[src/rtl/flow_pkg.sv]
package flow_pkg;
  typedef enum logic [2:0] {
    CMD_NEXT = 3'd0,
    CMD_JUMP = 3'd1,
    CMD_CALL = 3'd2,
    CMD_RET  = 3'd3,
    CMD_RST  = 3'd4
  } cmd_e;
endpackage

[src/rtl/flow_rst_sync.sv]
module flow_rst_sync #(
  parameter int STAGES = 2
) (
  input  logic clk,
  input  logic rst_n,
  output logic rst_sync_n
);
  logic [STAGES-1:0] sync_q;

  always_ff @(posedge clk or negedge rst_n) begin
    if (!rst_n) sync_q <= '0;
    else        sync_q <= {sync_q[STAGES-2:0], 1'b1};
  end

  assign rst_sync_n = sync_q[STAGES-1];
endmodule

[src/rtl/flow_cond.sv]
module flow_cond #(
  parameter int NFLAGS = 4
) (
  input  logic [$clog2(NFLAGS):0] cc_i,
  input  logic [NFLAGS-1:0]       flags_i,
  output logic                    hit_o
);
  localparam int SEL_W = $clog2(NFLAGS);

  logic [SEL_W-1:0] sel;
  logic             polarity;
  logic             flag_val;

  assign sel      = cc_i[SEL_W-1:0];
  assign polarity = cc_i[SEL_W];

  always_comb begin
    flag_val = 1'b0;
    for (int i = 0; i < NFLAGS; i++) begin
      if (sel == SEL_W'(i)) flag_val = flags_i[i];
    end
  end

  assign hit_o = (flag_val == polarity);
endmodule

[src/rtl/flow_stack.sv]
module flow_stack #(
  parameter int W     = 14,
  parameter int DEPTH = 8
) (
  input  logic         clk,
  input  logic         rst_n,
  input  logic         push_i,
  input  logic         pop_i,
  input  logic [W-1:0] wdata_i,
  output logic [W-1:0] top_o,
  output logic         ovf_o
);
  localparam int PTR_W = $clog2(DEPTH);
  localparam logic [PTR_W:0] FULL = (PTR_W+1)'(DEPTH);

  logic [W-1:0]     mem_q [DEPTH];
  logic [PTR_W-1:0] sp_q, sp_n, sp_dec;
  logic [PTR_W:0]   cnt_q, cnt_n;
  logic             ovf_q, ovf_n;

  assign sp_dec = sp_q - 1'b1;
  assign top_o  = mem_q[sp_dec];
  assign ovf_o  = ovf_q;

  always_comb begin
    sp_n  = sp_q;
    cnt_n = cnt_q;
    ovf_n = ovf_q;
    if (push_i) begin
      sp_n = sp_q + 1'b1;
      if (cnt_q == FULL) ovf_n = 1'b1;
      else               cnt_n = cnt_q + 1'b1;
    end else if (pop_i) begin
      sp_n = sp_dec;
      if (cnt_q != '0) cnt_n = cnt_q - 1'b1;
    end
  end

  always_ff @(posedge clk) begin
    if (push_i) mem_q[sp_q] <= wdata_i;
  end

  always_ff @(posedge clk or negedge rst_n) begin
    if (!rst_n) begin
      sp_q  <= '0;
      cnt_q <= '0;
      ovf_q <= 1'b0;
    end else begin
      if (push_i || pop_i) begin
        sp_q  <= sp_n;
        cnt_q <= cnt_n;
      end
      ovf_q <= ovf_n;
    end
  end

  AST_PUSH_POP_EXCL: assert property (@(posedge clk) disable iff (!rst_n)
    !(push_i && pop_i));
  AST_OVF_STICKY: assert property (@(posedge clk) disable iff (!rst_n)
    ovf_q |=> ovf_q);
  AST_CNT_BOUND: assert property (@(posedge clk) disable iff (!rst_n)
    cnt_q <= FULL);
  AST_POP_NO_OVF: assert property (@(posedge clk) disable iff (!rst_n)
    (pop_i && !ovf_q) |=> !ovf_q);
endmodule

[src/rtl/flow_ctrl.sv]
module flow_ctrl
  import flow_pkg::*;
#(
  parameter int PC_W  = 14,
  parameter int DEPTH = 8
) (
  input  logic            clk,
  input  logic            rst_n,
  input  logic [2:0]      cmd_i,
  input  logic            cond_en_i,
  input  logic [2:0]      cc_i,
  input  logic            carry_i,
  input  logic            zero_i,
  input  logic            sign_i,
  input  logic            par_even_i,
  input  logic [1:0]      ilen_i,
  input  logic [7:0]      tgt_lo_i,
  input  logic [PC_W-9:0] tgt_hi_i,
  input  logic [2:0]      rst_idx_i,
  output logic [PC_W-1:0] pc_o,
  output logic            taken_o,
  output logic            ovf_o
);
  localparam int VEC_SHIFT = 3;

  logic            rst_sync_n;
  logic [PC_W-1:0] pc_q, pc_n, pc_seq, target, rst_vec, stk_top;
  logic            taken_q, take;
  logic            hit, cond_ok;
  logic            push, pop, pc_en;
  cmd_e            cmd;

  flow_rst_sync #(.STAGES(2)) u_sync (
    .clk        (clk),
    .rst_n      (rst_n),
    .rst_sync_n (rst_sync_n)
  );

  flow_cond #(.NFLAGS(4)) u_cond (
    .cc_i    (cc_i),
    .flags_i ({par_even_i, sign_i, zero_i, carry_i}),
    .hit_o   (hit)
  );

  flow_stack #(.W(PC_W), .DEPTH(DEPTH)) u_stack (
    .clk     (clk),
    .rst_n   (rst_sync_n),
    .push_i  (push),
    .pop_i   (pop),
    .wdata_i (pc_seq),
    .top_o   (stk_top),
    .ovf_o   (ovf_o)
  );

  assign cmd     = cmd_e'(cmd_i);
  assign cond_ok = !cond_en_i || hit;
  assign pc_seq  = pc_q + PC_W'(ilen_i);
  assign target  = {tgt_hi_i, tgt_lo_i};
  assign rst_vec = PC_W'(rst_idx_i) << VEC_SHIFT;

  always_comb begin
    pc_n = pc_seq;
    take = 1'b0;
    push = 1'b0;
    pop  = 1'b0;
    unique case (cmd)
      CMD_JUMP: if (cond_ok) begin
        pc_n = target;
        take = 1'b1;
      end
      CMD_CALL: if (cond_ok) begin
        pc_n = target;
        take = 1'b1;
        push = 1'b1;
      end
      CMD_RET: if (cond_ok) begin
        pc_n = stk_top;
        take = 1'b1;
        pop  = 1'b1;
      end
      CMD_RST: begin
        pc_n = rst_vec;
        take = 1'b1;
        push = 1'b1;
      end
      default: ;
    endcase
  end

  assign pc_en = take || (ilen_i != 2'd0);

  always_ff @(posedge clk or negedge rst_sync_n) begin
    if (!rst_sync_n) begin
      pc_q    <= '0;
      taken_q <= 1'b0;
    end else begin
      if (pc_en) pc_q <= pc_n;
      taken_q <= take;
    end
  end

  assign pc_o    = pc_q;
  assign taken_o = taken_q;

  AST_HOLD_ZERO_LEN: assert property (@(posedge clk) disable iff (!rst_sync_n)
    (cmd_i == 3'd0 && ilen_i == 2'd0) |=> $stable(pc_q));
  AST_ADVANCE_NO_TAKE: assert property (@(posedge clk) disable iff (!rst_sync_n)
    (cmd_i == 3'd0) |=> !taken_o);
  AST_RESTART_ALIGNED: assert property (@(posedge clk) disable iff (!rst_sync_n)
    (cmd_i == 3'd4) |=> (taken_o && pc_o[2:0] == 3'd0));
  AST_UNCOND_JUMP: assert property (@(posedge clk) disable iff (!rst_sync_n)
    (cmd_i == 3'd1 && !cond_en_i) |=> (taken_o && pc_o[7:0] == $past(tgt_lo_i)));
  AST_RET_LOADS_TOP: assert property (@(posedge clk) disable iff (!rst_sync_n)
    (cmd_i == 3'd3 && !cond_en_i) |=> pc_o == $past(stk_top));
endmodule

[config.mk]
export PLATFORM = sky130hd
export DESIGN_NAME = flow_ctrl
export DESIGN_NICKNAME = d
export VERILOG_FILES = /design/src/rtl/flow_pkg.sv /design/src/rtl/flow_rst_sync.sv /design/src/rtl/flow_cond.sv /design/src/rtl/flow_stack.sv /design/src/rtl/flow_ctrl.sv
export SDC_FILE = /design/constraint.sdc
export NUM_CORES = 1
export LEC_CHECK = 0
export CAP_MARGIN = 20
export CORE_MARGIN = 3
export CORE_UTILIZATION = 63
export DETAILED_ROUTE_END_ITERATION = 6
export PLACE_DENSITY_LB_ADDON = 0.25
export SYNTH_ARGS = -nofsm -noshare
export SYNTH_HDL_FRONTEND = slang
export SYNTH_SLANG_ARGS = --single-unit
[constraint.sdc]
create_clock -name clk -period 1.77 [get_ports clk]
set_input_delay 0.4425 -clock clk [delete_from_list [all_inputs] [get_ports clk]]
set_output_delay 0.4425 -clock clk [all_outputs]
set_load 0.02 [all_outputs]
==> results.json, run 1 <==
{
  "synthTopCellsByCount": "112 x edfxtp_1, 39 x nand2_1, 33 x nor2_1, 25 x dfrtp_1, 25 x mux4_2",
  "yosysMostFrequentCell": "edfxtp_1",
  "synth_area_leaders": "edfxtp_1 53%, dfrtp_1 9.9%, mux4_2 8.9%",
  "lastStage": "clock tree synthesis",
  "cts_setup_buffers": 41,
  "die_h_um": 106.2,
  "rows": 35,
  "clock_sinks": 137,
  "cts_buffers": 17,
  "syn_inst": 442,
  "synthesis.area_mm2": 0.006325,
  "ys.flop_type": "edfxtp_1",
  "ys_seq_area_share_pct": 63.07,
  "place_worst_setup_slack_ns": -1.478,
  "dpl.hpwl_mm": 12.93,
  "ctsLongestPathBuffers": 2,
  "status": "aborted with a tool error",
  "cts_resized": 207,
  "async_flop_share_pct": 18.25,
  "avgSynthCellArea_um2": 14.31,
  "gp_congestion": 0.9509,
  "syn-num-nets": 482,
  "cts_root_buffer": "clkbuf_8",
  "port_buffers": 47,
  "ctsHtreeMaxLevel": 4,
  "yosys.cell_types.count": 64,
  "pin_count": 48,
  "synth_top_area_share_pct": 53.18,
  "die_w_um": 106.2,
  "hold_buffers": 0,
  "stop_error": "[ERROR DPL-0033] detailed placement checks failed during check placement.",
  "yosysWarnings": 0,
  "ys_ff_latch": 137,
  "synth-edff-count": 112,
  "initial_core_util_pct": 66.56,
  "yosysTopAreaCell": "edfxtp_1"
}
## cells by family after synthesis
kind of cell / count (synthesis) / synth area share [%]
DFF: 137 / 63.07
and+or+nand+nor: 132 / 10.13
AOI/OAI and AO/OA: 78 / 8.804
muxes: 36 / 11.08
buffers and inverters: 28 / 1.998
xor gates and xnor gates: 22 / 3.047
adders and majority gates: 8 / 1.820
other: 1 / 0.05929
## per-stage QoR
step	instances	hold slack, ns	TNS [ns]	area [um^2]
floorplan	442	0.1469	-93.97	6653
detailed placement	713	0.2431	-208.24	8018
global placement	713	0.2433	-192.86	8018
==> run 2: changes to the inputs <==
Settings changed: CORE_UTILIZATION 63 to 40, PLACE_DENSITY_LB_ADDON 0.25 to 0.15.
==> results.json, run 2 <==
{
  "drt_iter0_markers": 417,
  "crit_type": "primary input to flop",
  "drv_slew": 0,
  "vias_per_cell": 5.565,
  "crit_fanout": 4,
  "r2r_cells": 8,
  "rows": 45,
  "place_worst_setup_slack_ns": -1.387,
  "powerDensity_mw_per_mm2": 1628,
  "largest-register": "u_stack.mem_q",
  "grt_pass1_vias": 4989,
  "synth_top_family_by_area": "multiplexers",
  "grt-ovfl-total": 0,
  "crit_path_start_kind": "primary input",
  "syn-num-nets": 482,
  "fin_skew_ns": 0.01189,
  "worst_ep_required_time_ns": 2.08,
  "startpoint": "cc_i[0]",
  "yosys.cell_types.count": 64,
  "ys_ff_latch": 137,
  "dieArea_mm2": 0.01736,
  "fmax_mhz": 444.6,
  "power.leakage_nw": 3.599,
  "crit_chain": "buf_8 -> mux2i_4 -> mux2i_2 -> or2_4 -> o21ai_4 -> nand2_4 -> ha_4 -> a21o_1 -> a21oi_2 -> or3_1 -> o221ai_2 -> o2bb2ai_2 -> xnor2_1",
  "synth_top_area_share_pct": 53.18,
  "drc_errors": 0,
  "drv_cap": 0,
  "antenna_found_initial": 0,
  "hold_buffers": 0,
  "nets": 667,
  "status": "complete, but fails checks",
  "path_buf_inv": 1,
  "synth-edff-count": 112,
  "largest_reg_flops": 112,
  "yosysWarnings": 0,
  "crit_path_end_kind": "flop",
  "slowest_stage": "or3_1",
  "critPathTopFamily": "simple AND/OR/NAND/NOR gates",
  "final_common_cell": "edfxtp_1",
  "drt-total-wl_mm": 18.30,
  "synth_fa_ha_area_share_pct": 1.820,
  "synthXorXnorAreaFrac_pct": 3.046,
  "antenna_left": 0,
  "grt_use_met1_pct": 28.92,
  "clock_sinks": 137,
  "use_met2_pct": 35.33,
  "rsz0062_at_grt": "yes",
  "yosys.area_share.simple_pct": 10.13,
  "vias": 4736,
  "grt_usage_pct": 21.72,
  "drive_gt1_share_pct": 47.03,
  "gp_congestion": 0.8147,
  "ys_seq_area_share_pct": 63.07,
  "setup_ws_ns": -0.4790,
  "multiInputGateArea_mm2": 0.002826,
  "final_cell_mix": "112 x edfxtp_1, 86 x buf_4, 43 x buf_6",
  "hold_violations": 0,
  "async_flop_share_pct": 18.25,
  "rr_startpoint": "u_stack.sp_q[0]",
  "cts_root_buffer": "clkbuf_16",
  "yosysMostFrequentCell": "edfxtp_1",
  "wl_per_cell_um": 21.50,
  "cts_tree": "yes",
  "port_buffers": 47,
  "yosysTopAreaCell": "edfxtp_1",
  "grt_max_degree": 24,
  "insertedDiodeCount": 0,
  "synth_compound_area_share_pct": 8.803,
  "core_mm2": 0.01531,
  "setup-violations-final": 167,
  "initial_core_util_pct": 41.30,
  "avgSynthCellArea_um2": 14.31,
  "synthTopCellsByCount": "112 x edfxtp_1, 39 x nand2_1, 33 x nor2_1, 25 x dfrtp_1, 25 x mux4_2",
  "p_total_mw": 15.56,
  "path_depth": 13,
  "drt_first_pass_iters": 5,
  "peakVddDrop_mv": 0.9803,
  "die_w_um": 131.7,
  "n_fill_cell": 1170,
  "ctsLongestPathBuffers": 2,
  "regArea_mm2": 0.003995,
  "fin_crit_ns": 2.249,
  "violations": "negative setup slack",
  "clk_pin_slew_worst_paths_ns": 0.06,
  "clock_latency_ns": 0.43,
  "syn_inst": 442,
  "grt_pass1_wl_mm": 28.50,
  "area_growth_pct": 51.12,
  "synthesis.area_mm2": 0.006325,
  "dpl.hpwl_mm": 12.25,
  "synth_area_leaders": "edfxtp_1 53%, dfrtp_1 9.9%, mux4_2 8.9%",
  "critPathArrivalTime_ns": 2.56,
  "die_h_um": 131.7,
  "cts_buffers": 17,
  "critical_path.max_stage_delay_ns": 0.33,
  "hp-class": "primary input to asynchronous set/reset pin",
  "synthMuxAreaShare_pct": 11.08,
  "min_period_over_period_pct": 127.1,
  "busiest_layer": "met2",
  "ys.flop_type": "edfxtp_1",
  "ctsHtreeMaxLevel": 4,
  "pin_count": 48,
  "grtUsageMet3_pct": 5.191
}
## run 2: cell counts after synthesis
No cell type changed its count.
## run 2: layer usage
layer  vias up  part of all wire, %
li1       2099                    -
met1      2453                   42
met2       156                   51
met3        28                  5.2
met4         0                  1.7
met5         -                    0
## run 2: power breakdown
| part | total [mW] | internal [mW] | leakage (nW) | switching, mW |
|---|---|---|---|---|
| clock network | 3.80 | 2.41 | 0.298 | 1.39 |
| logic | 7.26 | 3.66 | 1.98 | 3.60 |
| registers | 4.51 | 4.22 | 1.32 | 0.288 |
## run 2: area by class of cell
class,instances,share of cell area (%)
Multi-Input combinational cell,277,29.57
Inverter,7,0.3534
Timing Repair Buffer,187,18.86
Sequential cell,137,41.80
Clock inverter,13,2.016
Clock buffer,19,4.634
Tap cell,211,2.762
## run 2: logic make-up (layout without fill, tap and decap cells)
family	Yosys count	count (layout)
compound gates	78	78
fa+ha+maj	8	8
xor+xnor	22	22
simple gates	132	132
mux	36	36
buf+inv	28	226
flops	137	137
other cells	1	1
## run 2: worst paths after layout
kind	endpoint	slack, ns
min	u_sync.sync_q[1]	0.17
max in group asynchronous	pc_o[1]	1.22
max reg2reg	pc_o[2]	-0.46
max	u_stack.cnt_q[3]	-0.48
min reg2reg	taken_o	0.24
min in group clk	u_sync.sync_q[1]	0.36
## run 2: metrics by stage
| stage | util (%) | hold slack (ns) | area [um^2] | instances | TNS (ns) |
|---|---|---|---|---|---|
| 2_1_floorplan | - | 0.1469 | 6653 | 442 | -93.97 |
| 3_3_place_gp | 52.89 | 0.2559 | 8100 | 794 | -201.48 |
| 3_5_place_dp | 52.89 | 0.2601 | 8100 | 794 | -208.77 |
| 4_1_cts | 60.51 | 0.1600 | 9268 | 847 | -33.33 |
| 5_1_grt | 62.41 | 0.1572 | 9558 | 851 | -35.15 |
| 6_report | 62.41 | 0.1695 | 9558 | 851 | -26.90 |
## run 2: repair_timing
action | CTS | global route
pin swaps | 41 | 27
gates cloned | 3 | 0
gates resized for setup | 142 | 53
setup buffers | 20 | 10
setup endpoints to repair | 238 | 227
Power figures use the tool's default switching activity.
==> run 3: changes to the inputs <==
Settings changed: CORE_ASPECT_RATIO set to 1.25, CTS_CLUSTER_DIAMETER set to 30, PLACE_DENSITY set to 0.59, PLACE_DENSITY_LB_ADDON 0.15 to not set.
==> results.json, run 3 (synthesis gave the netlist of run 2 again) <==
{
  "power.leakage_nw": 3.581,
  "place_worst_setup_slack_ns": -1.410,
  "hp-class": "primary input to asynchronous set/reset pin",
  "final_common_cell": "edfxtp_1",
  "drv_slew": 0,
  "grt-ovfl-total": 0,
  "crit_chain": "buf_8 -> mux2i_4 -> mux2i_4 -> or2_4 -> o21ai_4 -> nand2_4 -> ha_4 -> a21o_1 -> a21oi_2 -> or3_1 -> o221ai_2 -> o2bb2ai_2 -> xnor2_1",
  "wl_per_cell_um": 22.23,
  "critPathTopFamily": "simple AND/OR/NAND/NOR gates",
  "gp_congestion": 0.8587,
  "drive_gt1_share_pct": 46.46,
  "status": "complete, but fails checks",
  "n_fill_cell": 1152,
  "ctsHtreeMaxLevel": 4,
  "nets": 663,
  "path_buf_inv": 1,
  "slowest_stage": "or3_1",
  "dpl.hpwl_mm": 11.95,
  "pin_count": 48,
  "dieArea_mm2": 0.01737,
  "cts_buffers": 17,
  "min_period_over_period_pct": 132.6,
  "drt-total-wl_mm": 18.74,
  "critPathArrivalTime_ns": 2.65,
  "die_w_um": 118.5,
  "startpoint": "cc_i[0]",
  "setup_tns_ns": -46.65,
  "setup-violations-final": 218,
  "critical_path.max_stage_delay_ns": 0.33,
  "drv_cap": 0,
  "largest-register": "u_stack.mem_q",
  "clk_pin_slew_worst_paths_ns": 0.06,
  "final_cell_mix": "112 x edfxtp_1, 87 x buf_4, 33 x nand2_1",
  "drt_iter0_markers": 347,
  "crit_type": "primary input to flop",
  "area_growth_pct": 51.45,
  "hold_buffers": 0,
  "drc_errors": 0,
  "initial_core_util_pct": 41.43,
  "clock_latency_ns": 0.42,
  "grt_pass1_wl_mm": 28.86,
  "die_h_um": 146.6,
  "clock_sinks": 137,
  "drt_first_pass_iters": 5,
  "setup_ws_ns": -0.5777,
  "p_total_mw": 15.61,
  "cts_root_buffer": "clkbuf_16",
  "rows": 50,
  "post_dp_cell_area_mm2": 0.008134,
  "cts_tree": "yes",
  "grt_pass1_vias": 4868,
  "crit_path_end_kind": "flop",
  "core_mm2": 0.01526,
  "grt_usage_pct": 21.97,
  "cp_common_cell": "mux2i_4",
  "antenna_found_initial": 0,
  "vias_per_cell": 5.446,
  "peakVddDrop_mv": 0.8205,
  "hold_violations": 0,
  "port_buffers": 47,
  "powerDensity_mw_per_mm2": 1630,
  "fmax_mhz": 425.9,
  "violations": "negative setup slack",
  "stdcell_area_mm2": 0.009579,
  "rsz0062_at_grt": "yes",
  "largest_reg_flops": 112,
  "fin_skew_ns": 0.01480,
  "fin_crit_ns": 2.348,
  "vias": 4591,
  "ctsLongestPathBuffers": 2,
  "worst_ep_required_time_ns": 2.07,
  "insertedDiodeCount": 0,
  "crit_fanout": 4,
  "rr_startpoint": "u_stack.sp_q[0]",
  "antenna_left": 0,
  "crit_path_start_kind": "primary input",
  "grt_max_degree": 24
}
[run 3: worst paths after layout]
path / end / slack (ns) / depth (start not counted)
worst max register to register: pc_o[2] / -0.54 / 9
worst min-delay path: u_sync.sync_q[1] / 0.19 / 1
max in group asynchronous: pc_o[0] / 1.26 / 1
min in group clk: u_sync.sync_q[1] / 0.35 / 0
worst min register to register: pc_o[5] / 0.24 / 1
worst max-delay path: u_stack.cnt_q[3] / -0.58 / 13
[run 3: what timing repair did]
| action | in CTS | in global routing |
|---|---|---|
| endpoints found under the setup margin | 247 | 231 |
| pin swaps | 29 | 26 |
| gates resized for setup | 129 | 51 |
| gates cloned | 4 | 2 |
| buffers inserted | 24 | 18 |
[run 3: where the power goes]
part	leakage (nW)	switching, mW	internal (mW)
registers	1.32	0.266	4.22
clock network	0.241	1.39	1.78
logic	2.02	3.82	4.13
total	3.58	5.48	10.1
[run 3: layer usage]
layer | share of wire (%) | wire [um] | global-route usage [%]
met5 | 0 | 0 | 0
met4 | 1.8 | 340 | 6.551
met3 | 4.5 | 850 | 4.959
met2 | 52 | 9704 | 37.51
met1 | 42 | 7848 | 28.14
[run 3: stage by stage]
step | hold WS (ns) | std cells | util, %
2_1_floorplan | 0.1469 | 442 | -
4_1_cts | 0.1792 | 835 | 60.80
5_1_grt | 0.1869 | 843 | 62.75
6_report | 0.1887 | 843 | 62.75
3_3_place_gp | 0.2440 | 781 | 53.29
3_5_place_dp | 0.2529 | 781 | 53.29
[run 3: layout make-up]
type | instances | area (um^2) | share of cell area (%)
multi-input cells | 277 | 2856 | 29.82
clock inverters | 14 | 97.59 | 1.019
inverters | 7 | 33.78 | 0.3527
well taps | 208 | 260.3 | 2.717
clock buffers | 17 | 425.4 | 4.441
flip-flops and latches | 137 | 3994 | 41.69
repair buffers | 183 | 1912 | 19.96
